**src/rtl/pnr_pkg.sv**
```systemverilog
package pnr_pkg;

    localparam int NUM_COMP = 6;
    localparam int MAX_PER  = 23;

    typedef enum logic [1:0] {
        PNR_OR_AND = 2'd0,
        PNR_VOTE2  = 2'd1,
        PNR_VOTE4  = 2'd2,
        PNR_RSVD   = 2'd3
    } pnr_mode_e;

    // Component periods, index 0 is the range clock
    localparam int COMP_PER [NUM_COMP] = '{2, 7, 11, 15, 19, 23};

    // First-period tables, bit p = chip at phase p (1 = +1)
    localparam logic [MAX_PER-1:0] COMP_TAB [NUM_COMP] = '{
        23'(2'b01),
        23'(7'b0100111),
        23'(11'b01101000111),
        23'(15'b010110010001111),
        23'(19'b0011011000010101111),
        23'b00001010011001101011111
    };

    // Components inverted in the balanced vote
    localparam logic [NUM_COMP-1:0] BAL_INV = 6'b101100;

    function automatic logic signed [4:0] pm1(input logic b);
        return b ? 5'sd1 : -5'sd1;
    endfunction

endpackage

```
**src/rtl/pnr_phase_ctr.sv**
```systemverilog
module pnr_phase_ctr #(
    parameter int PERIOD = 7,
    parameter int W      = 5
) (
    input  logic         clk,
    input  logic         rst,
    input  logic         start,
    input  logic         adv,
    output logic [W-1:0] phase
);
    localparam logic [W-1:0] LAST = W'(PERIOD - 1);

    always_ff @(posedge clk) begin
        if (rst || start) begin
            phase <= '0;
        end else if (adv) begin
            phase <= (phase == LAST) ? '0 : phase + 1'b1;
        end
    end

    AST_PHASE_RANGE: assert property (@(posedge clk) disable iff (rst)
        phase <= LAST);
    AST_STEP_WRAP: assert property (@(posedge clk) disable iff (rst)
        (!start && adv) |=> phase == (($past(phase) == LAST) ? '0 : $past(phase) + 1'b1));
    AST_IDLE_HOLD: assert property (@(posedge clk) disable iff (rst)
        (!start && !adv) |=> $stable(phase));
    AST_START_ZERO: assert property (@(posedge clk) disable iff (rst)
        start |=> phase == '0);
endmodule

```
**src/rtl/pnr_combiner.sv**
```systemverilog
module pnr_combiner
    import pnr_pkg::*;
(
    input  pnr_mode_e             mode,
    input  logic [NUM_COMP-1:0]   comp,
    output logic                  chip
);
    logic [NUM_COMP-1:0] bal;
    logic signed [4:0]   tail;
    logic signed [4:0]   clk_term;
    logic signed [4:0]   total;

    assign bal = comp ^ BAL_INV;

    always_comb begin
        tail = '0;
        for (int i = 1; i < NUM_COMP; i++) begin
            tail = tail + pm1(bal[i]);
        end
        clk_term = (mode == PNR_VOTE4) ? (bal[0] ? 5'sd4 : -5'sd4)
                                       : (bal[0] ? 5'sd2 : -5'sd2);
        total = clk_term + tail;
        unique case (mode)
            PNR_VOTE2, PNR_VOTE4: chip = (total > 5'sd0);
            default:              chip = comp[0] | (&comp[NUM_COMP-1:1]);
        endcase
    end
endmodule

```
**src/rtl/pnr_seq_gen.sv**
```systemverilog
module pnr_seq_gen
    import pnr_pkg::*;
#(
    parameter int PHASE_W = 5
) (
    input  logic                              clk,
    input  logic                              rst,
    input  logic                              start_i,
    input  logic [1:0]                        mode_i,
    input  logic                              chip_en_i,
    output logic                              chip_o,
    output logic [NUM_COMP-1:0]               comp_chip_o,
    output logic [NUM_COMP-1:0][PHASE_W-1:0]  comp_phase_o
);
    pnr_mode_e mode_q;

    always_ff @(posedge clk) begin
        if (rst) begin
            mode_q <= PNR_OR_AND;
        end else if (start_i) begin
            mode_q <= pnr_mode_e'(mode_i);
        end
    end

    for (genvar g = 0; g < NUM_COMP; g++) begin : g_comp
        logic [PHASE_W-1:0] ph;
        pnr_phase_ctr #(.PERIOD(COMP_PER[g]), .W(PHASE_W)) u_ctr (
            .clk   (clk),
            .rst   (rst),
            .start (start_i),
            .adv   (chip_en_i),
            .phase (ph)
        );
        assign comp_phase_o[g] = ph;
        assign comp_chip_o[g]  = COMP_TAB[g][ph];
    end

    pnr_combiner u_comb (
        .mode (mode_q),
        .comp (comp_chip_o),
        .chip (chip_o)
    );

    initial begin
        assert (PHASE_W >= $clog2(MAX_PER));
    end

    AST_MODE_LATCH: assert property (@(posedge clk) disable iff (rst)
        !start_i |=> $stable(mode_q));
    AST_CLK_WINS: assert property (@(posedge clk) disable iff (rst)
        (mode_q inside {PNR_OR_AND, PNR_RSVD} && comp_chip_o[0]) |-> chip_o);
    AST_ALL_HIGH: assert property (@(posedge clk) disable iff (rst)
        (mode_q inside {PNR_OR_AND, PNR_RSVD} && (&comp_chip_o[NUM_COMP-1:1])) |-> chip_o);
    AST_ELSE_LOW: assert property (@(posedge clk) disable iff (rst)
        (mode_q inside {PNR_OR_AND, PNR_RSVD} && !comp_chip_o[0]
         && !(&comp_chip_o[NUM_COMP-1:1])) |-> !chip_o);
endmodule

```
**config.mk**
```make
export PLATFORM = sky130hd
export DESIGN_NAME = pnr_seq_gen
export DESIGN_NICKNAME = d
export VERILOG_FILES = /design/src/rtl/pnr_pkg.sv /design/src/rtl/pnr_phase_ctr.sv /design/src/rtl/pnr_combiner.sv /design/src/rtl/pnr_seq_gen.sv
export SDC_FILE = /design/constraint.sdc
export NUM_CORES = 1
export LEC_CHECK = 0
export ABC_AREA = 1
export BUFFER_PORTS_ARGS = -buffer_cell sky130_fd_sc_hd__buf_4
export CORE_MARGIN = 5
export CORE_UTILIZATION = 55
export DETAILED_ROUTE_END_ITERATION = 8
export PLACE_DENSITY = 0.82
export SKIP_CTS_REPAIR_TIMING = 1
export SYNTH_ARGS = -nofsm -noshare
export SYNTH_HDL_FRONTEND = slang
export SYNTH_SLANG_ARGS = --single-unit
```
**constraint.sdc**
```tcl
create_clock -name clk -period 6.75 [get_ports clk]
set_input_delay 0.675 -clock clk [delete_from_list [all_inputs] [get_ports clk]]
set_output_delay 0.675 -clock clk [all_outputs]
set_load 0.01 [all_outputs]
```
### Word level (Yosys, flattened, before mapping)

Memories as Yosys holds them, arrays and structs flattened. A register that Yosys moved wholly into a read port is not among the register bits.
Index checks and enable logic that the tools add are counted.

* register bits: 32
* latch bits: 0
* bits in writable memories: 0
* bits in read-only memories: 192
* input port bits: 6
* output and inout bits: 37
* logic and storage cells: 77
* memories kept: 6

* add/sub/neg operators: 11
* $mul: 0
* divide/modulo/power cells: 0
* $lt $le $gt $ge: 7
* equal/unequal tests: 8
* shift-type cells: 0
* mux-type cells: 33
* bitwise logic cells: 2
* reduce and logical (&&, ||, !) cells: 3

Memories
* (no name shown): depth 32, width 1, rd ports 1, clocked after Yosys merged registers in 1, write ports 0, line pnr_seq_gen.sv:35 `assign comp_chip_o[g] = COMP_TAB[g][ph];`
* (no name shown): depth 32, width 1, rd ports 1, clocked after Yosys merged registers in 1, write ports 0, line pnr_seq_gen.sv:35
* (no name shown): depth 32, width 1, rd ports 1, clocked after Yosys merged registers in 1, write ports 0, line pnr_seq_gen.sv:35
* (no name shown): depth 32, width 1, rd ports 1, clocked after Yosys merged registers in 1, write ports 0, line pnr_seq_gen.sv:35
* (no name shown): depth 32, width 1, rd ports 1, clocked after Yosys merged registers in 1, write ports 0, line pnr_seq_gen.sv:35
* (no name shown): depth 32, width 1, rd ports 1, clocked after Yosys merged registers in 1, write ports 0, line pnr_seq_gen.sv:35

Operators with widths (count)
* 5-bit 2-to-1 mux: 26
* 5-bit by 6-bit < comparator with 1-bit output (second input constant): 6
* 5-bit by 1-bit adder with 5-bit output (second input constant): 6
* 5-bit adder: 5
* 5-bit by 4-bit == test with 1-bit output (second input constant): 2
* 5-bit == test (second input constant): 2
* 1-bit 2-to-1 mux: 7
* 5-bit by 1-bit == test with 1-bit output (second input constant): 1
* 5-bit by 3-bit == test with 1-bit output (second input constant): 1
* 5-bit by 1-bit > comparator with 1-bit output (second input constant): 1
* 5-bit AND reduction: 1
* 3-bit inverter: 1
* 2-bit by 1-bit == test with 1-bit output (second input constant): 1
* 2-bit == test (second input constant): 1
* 2-bit OR reduction: 1
* 1-bit logical OR: 1
* 1-bit bitwise OR: 1

### Logic depth before layout (Yosys ltp)

Gate-level depths: netlist (run 1).

* word-level depth: 11
* mapped depth: 17
* depth with buffers taken out: 17

### By module

From an unflattened synthesis (run 1), not the netlist that was laid out.

* cell total of the unflattened synthesis: 345
* area, all modules: 2341.0 sq um

By module, submodules not included
* pnr_combiner: times used 1, cells each 73, area each 501.7 sq um, sequential area each 0.0 sq um
* pnr_phase_ctr (g_comp[5].u_ctr): times used 1, cells each 41, area each 295.3 sq um, sequential area each 100.1 sq um
* pnr_phase_ctr (g_comp[3].u_ctr): times used 1, cells each 36, area each 271.5 sq um, sequential area each 100.1 sq um
* pnr_phase_ctr (g_comp[1].u_ctr): times used 1, cells each 38, area each 262.8 sq um, sequential area each 100.1 sq um
* pnr_phase_ctr (g_comp[2].u_ctr): times used 1, cells each 38, area each 260.2 sq um, sequential area each 100.1 sq um
* pnr_phase_ctr (g_comp[4].u_ctr): times used 1, cells each 37, area each 257.7 sq um, sequential area each 100.1 sq um
* pnr_phase_ctr (g_comp[0].u_ctr): times used 1, cells each 36, area each 256.5 sq um, sequential area each 100.1 sq um
* pnr_seq_gen: times used 1, cells each 46, area each 235.2 sq um, sequential area each 40.0 sq um

### Worst setup path after synthesis (run 1)

No wires, ideal clock.

* kind: flip-flop to output port
* from: register comp_chip_o[4] (netlist name)
* to: output port chip_o
* arrival time: 3187 ps
* setup slack: 2888 ps
* stages on the path, launching flop included: 15
* cell sequence: dfxtp_1 -> inv_1 -> fa_1 -> inv_1 -> fa_1 -> inv_1 -> fa_1 -> inv_1 -> ha_1 -> a21o_1 -> a21oi_1 -> inv_1 -> nand3_1 -> nand3_1 -> nand2_1

RTL lines
* to (decl): line pnr_seq_gen.sv:11 `output logic chip_o,`

==> run_results.csv, run 1 <==
group,metric,value,unit
status,status,"finished clean",
job,drv_cap,0,
power_and_ir_drop,vdd_drop_max,0.09646,mV
clock_network,cts_buffers,5,
route,wl,5138,um
die,dieHeight,77.74,um
layout,final_core_utilization,66.47,%
worst_setup_path,cp_slowest_cell,"fa_1",
worst_setup_path,path_depth,15,
place,dpl.hpwl,4043,um
min_path,worstHoldPathCells,2,
worst_setup_path,crit_fanout,5,
synth,netlist_area,0.002524,mm^2
worst_setup_path,cp_common_cell,"inv_1",
sta,setup_violations,0,
worst_setup_path,cp-start-kind,"flop",
layout,syn_to_final_growth,16.26,%
route,vias,2230,
route,drt-pass1-iter-count,4,
sta,hold_viol,0,
route,vias_per_cell,4.945,
synth,syn-instance-count,356,
die,die-area,0.006044,mm^2
layout,multi_input_area,0.001429,mm^2
worst_setup_path,path_cells,"inv_1 > fa_1 > inv_1 > fa_1 > inv_1 > fa_1 > inv_1 > ha_1 > a21o_1 > a21oi_1 > inv_1 > nand3_1 > nand3_1 > nand2_1 > buf_4",
die,ioPinCount,43,
synth,synth_fp_nets,390,
die,fp.dieW,77.74,um
die,start_util,57.17,%
place,placedCellCount,445,
power_and_ir_drop,power.total,0.4622,mW
synth,synth_warnings,0,
sta,max_slew_margin,68.53,%
global_route,grt_usage,17.56,%
route,drtAntennaViolNets,0,
synth,ys_seq_area_share,30.14,%
die,fp-row-count,24,
layout,antenna_cells,0,
worst_setup_path,cp.arrival,3.76,ns
worst_setup_path,cpPeakStageDelay,0.55,ns
sta,post-route-period-util,65.67,%
clock_network,clock_latency,0.29,ns
global_route,grt_max_degree,39,
synth,synth.ff_latch_count,38,
place,gp_congestion,0.8821,
route,post_drt_wl_per_cell,11.39,um
clock_network,clk_path_buf_depth,2,
clock_network,cts-root-buf,"clkbuf_8",
worst_setup_path,crit_family,"adder cells",
sta,fmax,225.6,MHz
sta,rsz0062_at_grt,"no",
route,drt_iter0_drc,41,
sta,finClkSkew,0.005203,ns
power_and_ir_drop,p_per_area,157.5,mW/mm^2
worst_setup_path,reg2reg_depth,7,
layout,drive_above_1_share,14.79,%
global_route,grt_pass1_vias,2070,
worst_setup_path,required,6.07,ns
global_route,grt_pass1_wl,8797,um
power_and_ir_drop,power_leakage,1.640,nW
clock_network,clock_sinks,38,
sta,drv_slew,0,
worst_setup_path,crit_buf_inv,6,
place,portBuffers,42,
sta,setup_tns,0,ns
worst_setup_path,endpoint_kind,"primary output",
layout,regArea,760.7,um^2
layout,finalNonFillerCells,451,
layout,fillers,375,
sta,min_period,4.433,ns
clock_network,cts_tree,"yes",
clock_network,htreeDepth,2,
sta,tightestPinTransition,0.4709,ns
clock_network,path_clk_slew,0.07,ns
synth,postSynthAreaPerCell,7.089,um^2
worst_setup_path,crit_type,"flop to primary output",
min_path,hp-class,"flop to flop",
layout,nNetsFinal,434,
die,core,0.004414,mm^2
synth,synth_cell_type_count,32,
global_route,grt_antenna_before_repair,0,
route,route.detailed.drc,0,
global_route,grt-ovfl-total,0,
## power by group
group          switching [mW]  internal [mW]  leakage, nW  total, mW
sequential            0.00438          0.228        0.308      0.233
clock                  0.0733         0.0787       0.0431      0.152
combinational          0.0470         0.0305         1.29     0.0775
total                   0.125          0.338         1.64      0.462
## flip-flops by register name, indices dropped and copies added, names as in the netlist
name and flops:
g_comp.u_ctr.phase 30, comp_chip_o 6, mode_q 2
## cell type report
cell class	instances	area share (%)
multi-input cells	238	48.70
flip-flops and latches	38	25.93
repair buffers	42	10.75
inverters	75	9.595
clock buffers	6	2.815
well taps	52	2.217
## layer usage
metal | part of all wire, % | GRT usage [%] | wire length, um | up-vias
met4 | 1.8 | 6.357 | 93 | 0
li1 | - | - | - | 1177
met5 | 0 | 0 | 0 | -
met1 | 45 | 21.12 | 2289 | 998
met2 | 49 | 29.72 | 2503 | 42
met3 | 4.9 | 4.977 | 250 | 13
## cells in the final DEF, fill, tap and decap left out, types with 2 or more instances in the layout
master    instances
a21oi_1           6
buf_4            42
clkbuf_8          6
dfxtp_1          38
fa_1              9
ha_1             19
inv_1            74
nand2_1          97
nand2_2           2
nand3_1          23
nand3b_1          2
nand4_1          12
nor2_1           31
nor2_2            2
o21ai_0           5
o21ai_1           4
o21bai_1          2
xnor2_1           5
xor2_1            7
## logic make-up (layout without fill, tap and decap cells)
| kind of cell | count (synthesis) | after routing | synth area share (%) |
|---|---|---|---|
| fa+ha+maj | 28 | 28 | 16.56 |
| simple gates | 174 | 174 | 29.75 |
| compound gates | 24 | 24 | 6.148 |
| xor+xnor | 12 | 12 | 4.165 |
| flops | 38 | 38 | 30.14 |
| buf+inv | 80 | 123 | 13.24 |
## stage by stage
step | hold WS (ns) | area (um^2) | setup slack [ns]
6_report | 0.4726 | 2934 | 2.317
5_1_grt | 0.4964 | 2934 | 2.169
4_1_cts | 0.4766 | 2934 | 2.319
3_5_place_dp | 0.4642 | 2851 | 2.635
3_3_place_gp | 0.4546 | 2851 | 2.835
2_1_floorplan | 0.4366 | 2524 | 2.888
## final timing paths
check,startpoint,slack [ns],end
worst max-delay path,comp_chip_o[4]$_DFF_P_,2.32,chip_o
worst min-delay path,mode_q[1]$_SDFFE_PP0P_,0.47,mode_q[1]$_SDFFE_PP0P_
worst max register to register,g_comp[2].u_ctr.phase[0]$_SDFFE_PP0P_,5.29,comp_chip_o[2]$_SDFF_PP0_
worst min register to register,mode_q[1]$_SDFFE_PP0P_,0.47,mode_q[1]$_SDFFE_PP0P_
## cells in the mapped netlist
cell / count / share of area (%)
o21bai_1: 2 / 0.59
or2_1: 1 / 0.25
o21ai_2: 1 / 0.35
dfxtp_1: 38 / 30
a21boi_1: 1 / 0.30
o21ai_0: 5 / 0.99
xnor2_1: 5 / 1.7
inv_1: 74 / 11
nand4_1: 12 / 3.0
nor2_2: 2 / 0.50
or2_2: 1 / 0.25
buf_4: 1 / 0.30
o2111ai_1: 1 / 0.35
nand2_2: 2 / 0.50
nor2_4: 1 / 0.45
a21oi_2: 1 / 0.35
ha_1: 19 / 9.4
or2_0: 1 / 0.25
fa_1: 9 / 7.1
nand2_1: 97 / 14
a21oi_4: 1 / 0.64
nand3_1: 23 / 4.6
nand3_2: 1 / 0.40
buf_6: 4 / 1.8
nor2_1: 31 / 4.6
xor2_1: 7 / 2.4
a21oi_1: 6 / 1.2
a211oi_1: 1 / 0.30
inv_2: 1 / 0.15
a21o_1: 1 / 0.30
o21ai_1: 4 / 0.79
nand3b_1: 2 / 0.59
## tightest hold or removal path: cells and delay by family, from the launching register on
kind	cells	cell delay, ns
AO/OA/AOI/OAI	1	0.05
flip-flops	1	0.32
AND/OR/NAND/NOR	1	0.06
Note: power is estimated with default switching activity, not from simulation.
==> run 2: changes to the inputs <==
--- a/config.mk
+++ b/config.mk
@@ -8,9 +8,9 @@
 export ABC_AREA = 1
 export BUFFER_PORTS_ARGS = -buffer_cell sky130_fd_sc_hd__buf_4
 export CORE_MARGIN = 5
-export CORE_UTILIZATION = 55
+export CORE_UTILIZATION = 51
 export DETAILED_ROUTE_END_ITERATION = 8
-export PLACE_DENSITY = 0.82
+export PLACE_DENSITY = 0.8
 export SKIP_CTS_REPAIR_TIMING = 1
 export SYNTH_ARGS = -nofsm -noshare
 export SYNTH_HDL_FRONTEND = slang
==> constraint.sdc (replaced) <==
create_clock -name clk -period 3.8 [get_ports clk]
set_input_delay 0.38 -clock clk [delete_from_list [all_inputs] [get_ports clk]]
set_output_delay 0.38 -clock clk [all_outputs]
set_load 0.01 [all_outputs]
==> run 2 against run 1 <==
Against the previous run: routed wire length rose by 1.1%; setup slack got worse by 2.3 ns; clock power up 120%.
==> run_results.csv, run 2 (synthesized netlist as in run 1, its figures left out) <==
group,metric,value,unit
status,status,"finished clean",
layout,drive_above_1_share,20.15,%
layout,finalNonFillerCells,474,
route,drtAntennaViolNets,0,
clock_network,htreeDepth,2,
global_route,grt_pass1_wl,8970,um
global_route,grt-ovfl-total,0,
route,wl,5192,um
sta,rsz0062_at_grt,"yes",
layout,largest_register,"g_comp.u_ctr.phase",
power_and_ir_drop,power_leakage,1.667,nW
job,drv_cap,0,
power_and_ir_drop,vdd_drop_max,0.2332,mV
clock_network,cts_buffers,5,
sta,fmax,267.8,MHz
place,gp_congestion,0.8350,
layout,layout_commonest_cell,"nand2_1",
global_route,grt_antenna_before_repair,0,
worst_setup_path,cp-start-kind,"flop",
power_and_ir_drop,power.total,0.8965,mW
worst_setup_path,cp.arrival,3.35,ns
min_path,hp-class,"input pin to flop",
clock_network,cts-root-buf,"clkbuf_8",
die,fp-row-count,25,
place,portBuffers,42,
worst_setup_path,r2r-start,"g_comp[5].u_ctr.phase[0]$_SDFFE_PP0P_",
global_route,grt_max_degree,39,
die,core,0.004755,mm^2
sta,hold_viol,0,
route,vias_per_cell,4.808,
route,drt-pass1-iter-count,6,
layout,nNetsFinal,440,
clock_network,cts_tree,"yes",
route,drt_iter0_drc,85,
power_and_ir_drop,p_per_area,291.9,mW/mm^2
layout,largest_register_ffs,30,
route,vias,2279,
layout,antenna_cells,0,
clock_network,clk_path_buf_depth,2,
sta,tightestPinTransition,0.4701,ns
sta,finClkSkew,0.007086,ns
global_route,grt_usage,17.23,%
sta,hold_slack,0.2801,ns
worst_setup_path,cp_slowest_cell,"fa_1",
sta,setup_violations,0,
die,fp.dieW,80.35,um
min_path,worstHoldStart,"rst",
place,placedCellCount,461,
route,post_drt_wl_per_cell,10.95,um
die,ioPinCount,43,
sta,fin_ws,0.06619,ns
die,start_util,53.08,%
die,dieHeight,80.35,um
sta,drv_slew,0,
worst_setup_path,required,3.42,ns
place,dpl.hpwl,4009,um
layout,final_core_utilization,64.61,%
clock_network,clock_sinks,38,
sta,post-route-period-util,98.26,%
layout,final_area,0.003072,mm^2
sta,setup_tns,0,ns
worst_setup_path,crit_fanout,2,
worst_setup_path,crit_start,"mode_q[0]$_SDFFE_PP0P_",
worst_setup_path,path_cells,"inv_2 > ha_4 > nor2_4 > fa_1 > inv_2 > fa_1 > inv_2 > fa_1 > inv_1 > ha_1 > nand2_1 > inv_1 > a21oi_2 > inv_1 > nand3_1 > nand3_1 > nand2_1 > buf_6",
route,route.detailed.drc,0,
global_route,grt_pass1_vias,2189,
clock_network,path_clk_slew,0.07,ns
worst_setup_path,endpoint_kind,"primary output",
place,placed_cell_area,0.002878,mm^2
die,die-area,0.006455,mm^2
clock_network,clock_latency,0.29,ns
sta,max_slew_margin,68.59,%
worst_setup_path,cpPeakStageDelay,0.55,ns
sta,min_period,3.734,ns
layout,syn_to_final_growth,21.72,%
worst_setup_path,crit_type,"flop to primary output",
place,post-place-ws,0.05156,ns
layout,layout_common_cells,"nand2_1, inv_1, buf_4",
[run 2: final timing paths]
| path | cells past startpoint | to | slack (ns) |
|---|---|---|---|
| setup / recovery | 18 | chip_o | 0.07 |
| hold / removal | 2 | mode_q[1]$_SDFFE_PP0P_ | 0.28 |
| setup reg to reg | 12 | comp_chip_o[5]$_DFF_P_ | 2.31 |
| hold reg to reg | 2 | mode_q[1]$_SDFFE_PP0P_ | 0.49 |
[run 2: final cells by class]
| class | instances | area (um^2) |
|---|---|---|
| clock buffers | 7 | 76.32 |
| clock inverters | 1 | 30.03 |
| fillers | 411 | 1683 |
| inverters | 75 | 281.5 |
| multi-input cells | 238 | 1468 |
| flip-flops and latches | 38 | 768.2 |
| well taps | 67 | 83.83 |
| repair buffers | 48 | 364.1 |
[run 2: where the power goes]
group | leakage, nW | internal (mW) | switching, mW
logic | 1.31 | 0.0626 | 0.0879
registers | 0.307 | 0.406 | 0.00851
clock network | 0.0524 | 0.196 | 0.135
[run 2: routing by layer]
metal,routed length [um],up-vias,track usage [%]
met1,2285,1051,20.61
met2,2616,33,30.30
met3,211,7,3.812
met5,0,-,0
met4,78,0,5.743
li1,-,1188,-
[run 2: worst max-delay path: cells and delay by family (launching register included)]
family / cells / cell delay, ns
adder cells (fa/ha/maj): 5 / 1.93
buffers and inverters: 7 / 0.38
flip-flops: 1 / 0.32
AND/OR/NAND/NOR: 5 / 0.30
AO/OA/AOI/OAI: 1 / 0.14
==> run 3: changes to the inputs <==
--- a/config.mk
+++ b/config.mk
@@ -5,12 +5,12 @@
 export SDC_FILE = /design/constraint.sdc
 export NUM_CORES = 1
 export LEC_CHECK = 0
-export ABC_AREA = 1
+export ABC_AREA = 0
 export BUFFER_PORTS_ARGS = -buffer_cell sky130_fd_sc_hd__buf_4
 export CORE_MARGIN = 5
-export CORE_UTILIZATION = 51
+export CORE_UTILIZATION = 52
 export DETAILED_ROUTE_END_ITERATION = 8
-export PLACE_DENSITY = 0.8
+export PLACE_DENSITY = 0.81
 export SKIP_CTS_REPAIR_TIMING = 1
 export SYNTH_ARGS = -nofsm -noshare
 export SYNTH_HDL_FRONTEND = slang
==> run 3 against run 2 <==
Against the previous run: clock skew shrank 0.0030 ns; utilization is 1.1 points lower; power rose by 1.0%; critical endpoint unchanged; maximum frequency decreased by 4.8%; the flow now finishes with violations (negative setup slack); largest power group unchanged; first-iteration DRC count grew 11%; non-clock buffer count did not move; register-to-register slack lost 0.53 ns.
==> run_results.csv, run 3 <==
group,metric,value,unit
power_and_ir_drop,power.total,0.9055,mW
place,portBuffers,42,
sta,post-route-period-util,103.2,%
job,drv_cap,0,
sta,hold_slack,0.2781,ns
worst_setup_path,crit_fanout,2,
layout,layout_common_cells,"buf_4, dfxtp_1, nor2_1",
worst_setup_path,cpPeakStageDelay,0.51,ns
layout,final_area,0.003221,mm^2
global_route,grt-ovfl-total,0,
route,vias_per_cell,5.508,
layout,antenna_cells,0,
layout,largest_register_ffs,30,
die,ioPinCount,43,
layout,drive_above_1_share,22.35,%
route,route.detailed.drc,0,
die,start_util,53.25,%
clock_network,clk_path_buf_depth,2,
synth,synth_cell_type_count,65,
layout,largest_register,"g_comp.u_ctr.phase",
clock_network,cts-root-buf,"clkbuf_8",
clock_network,path_clk_slew,0.07,ns
synth,netlist_area,0.002703,mm^2
place,post-place-ws,0.008115,ns
sta,fin_ws,-0.1205,ns
layout,nNetsFinal,382,
global_route,grt_usage,18.76,%
power_and_ir_drop,power_leakage,1.408,nW
clock_network,htreeDepth,2,
power_and_ir_drop,comb_power_share,18.3,%
clock_network,cts_buffers,5,
power_and_ir_drop,power_switching,0.2349,mW
place,placed_cell_area,0.003035,mm^2
route,drt_iter0_drc,94,
synth,synth_area_leaders,"dfxtp_1, ha_1, fa_1",
power_and_ir_drop,clkPwrFrac,35.6,%
layout,syn_to_final_growth,19.17,%
worst_setup_path,crit_type,"flop to primary output",
route,wl,6085,um
die,fp.dieW,82.09,um
place,gp_congestion,0.8426,
synth,synth_warnings,0,
sta,tightestPinTransition,0.5784,ns
sta,setup_violations,1,
synth,yosysMostFrequentCell,"dfxtp_1",
global_route,grt_pass1_vias,2169,
route,post_drt_wl_per_cell,14.52,um
power_and_ir_drop,p_int,0.6706,mW
power_and_ir_drop,switching_share,25.94,%
die,core,0.005075,mm^2
sta,finClkSkew,0.004052,ns
layout,final_core_utilization,63.46,%
worst_setup_path,cp-start-kind,"flop",
clock_network,clock_latency,0.29,ns
synth,synth_edf_count,0,
synth,synth_largest_area_cell,"dfxtp_1",
synth,ys_seq_area_share,28.15,%
global_route,grt_pass1_wl,9984,um
synth,async_reset_ff_share,0,%
worst_setup_path,endpoint_kind,"primary output",
status,violations,"negative setup slack",
power_and_ir_drop,p_per_area,281.2,mW/mm^2
die,die-area,0.006739,mm^2
sta,min_period,3.920,ns
route,drt-pass1-iter-count,4,
sta,rsz0062_at_grt,"yes",
synth,synth_common_cells,"dfxtp_1, inv_1, nor2_1",
min_path,hp-class,"input pin to flop",
global_route,grt_antenna_before_repair,0,
clock_network,cts_tree,"yes",
worst_setup_path,cp_slowest_cell,"fa_1",
status,status,"finished, violations left",
place,dpl.hpwl,4297,um
die,fp-row-count,26,
synth,postSynthAreaPerCell,8.690,um^2
layout,layout_commonest_cell,"buf_4",
power_and_ir_drop,vdd_drop_max,0.2618,mV
clock_network,clock_sinks,38,
synth,ys.flop_type,"dfxtp_1",
die,dieHeight,82.09,um
route,vias,2308,
synth,synth.ff_latch_count,38,
sta,fmax,255.1,MHz
global_route,grt_max_degree,50,
route,drtAntennaViolNets,0,
power_and_ir_drop,seq_power_share,46.2,%
sta,max_slew_margin,61.40,%
synth,synth_top_area_share,28.15,%
synth,syn-instance-count,311,
sta,hold_viol,0,
worst_setup_path,path_cells,"inv_2 > ha_4 > nor2_2 > fa_1 > inv_2 > fa_1 > inv_2 > fa_1 > inv_1 > ha_1 > nor4bb_4 > a211oi_2 > xnor2_1 > mux2i_1 > buf_4",
worst_setup_path,required,3.42,ns
synth,synth_fp_nets,345,
sta,drv_slew,0,
worst_setup_path,cp.arrival,3.54,ns
-- run 3: final timing paths --
path | cells past startpoint | from | slack [ns] | end
worst min register to register | 2 | mode_q[0]$_SDFFE_PP0P_ | 0.50 | mode_q[0]$_SDFFE_PP0P_
worst max-delay path | 15 | mode_q[0]$_SDFFE_PP0P_ | -0.12 | chip_o
worst max register to register | 6 | g_comp[1].u_ctr.phase[0]$_SDFFE_PP0P_ | 1.78 | comp_chip_o[1]$_SDFF_PP0_
worst min-delay path | 2 | rst | 0.28 | mode_q[1]$_SDFFE_PP0P_
-- run 3: logic make-up (layout without fill, tap and decap cells) --
| group | Yosys count | count (layout) | share of synthesized area [%] |
|---|---|---|---|
| simple gates | 109 | 109 | 22.69 |
| compound gates | 55 | 55 | 15.09 |
| buf+inv | 50 | 88 | 7.871 |
| flops | 38 | 38 | 28.15 |
| fa+ha+maj | 28 | 28 | 15.46 |
| xor+xnor | 27 | 27 | 9.259 |
| mux | 4 | 4 | 1.482 |
-- run 3: power groups by stage --
stage	Clock, mW	Combinational (mW)	Sequential (mW)
floorplan	0	0.101	0.425
global placement	0	0.131	0.425
detailed placement	0	0.140	0.426
CTS	0.328	0.140	0.417
global route	0.346	0.183	0.420
finish	0.322	0.165	0.418
-- run 3: through the flow --
stage | instances | setup TNS [ns]
floorplan | 311 | 0
global placement | 408 | 0
detailed placement | 408 | 0
CTS | 416 | -0.3124
global route | 419 | -0.2582
finish | 419 | -0.1205
-- run 3: final cells by class --
class / instances / area [um^2]
Clock buffer: 8 / 110.1
Fill cell: 445 / 1854
Inverter: 32 / 120.1
Multi-Input combinational cell: 223 / 1777
Sequential cell: 38 / 765.7
Tap cell: 70 / 87.58
Timing Repair Buffer: 48 / 360.3
-- run 3: worst max-delay path: cells and delay by family (launching register included) --
kind                     cells  cell delay, ns
AO/OA/AOI/OAI                1            0.07
AND/OR/NAND/NOR              2            0.37
XOR/XNOR                     1            0.13
buffers and inverters        5            0.32
adder cells (fa/ha/maj)      5            1.91
multiplexers                 1            0.12
flip-flops                   1            0.32
-- run 3: routing by layer --
metal	part of all wire [%]	track usage, %	vias up	wire length (um)
met3	4.9	3.796	9	301
met5	0	0	-	0
met2	50	32.07	60	3038
met4	1.5	5.980	0	91
li1	-	-	1162	-
met1	44	23.66	1077	2653
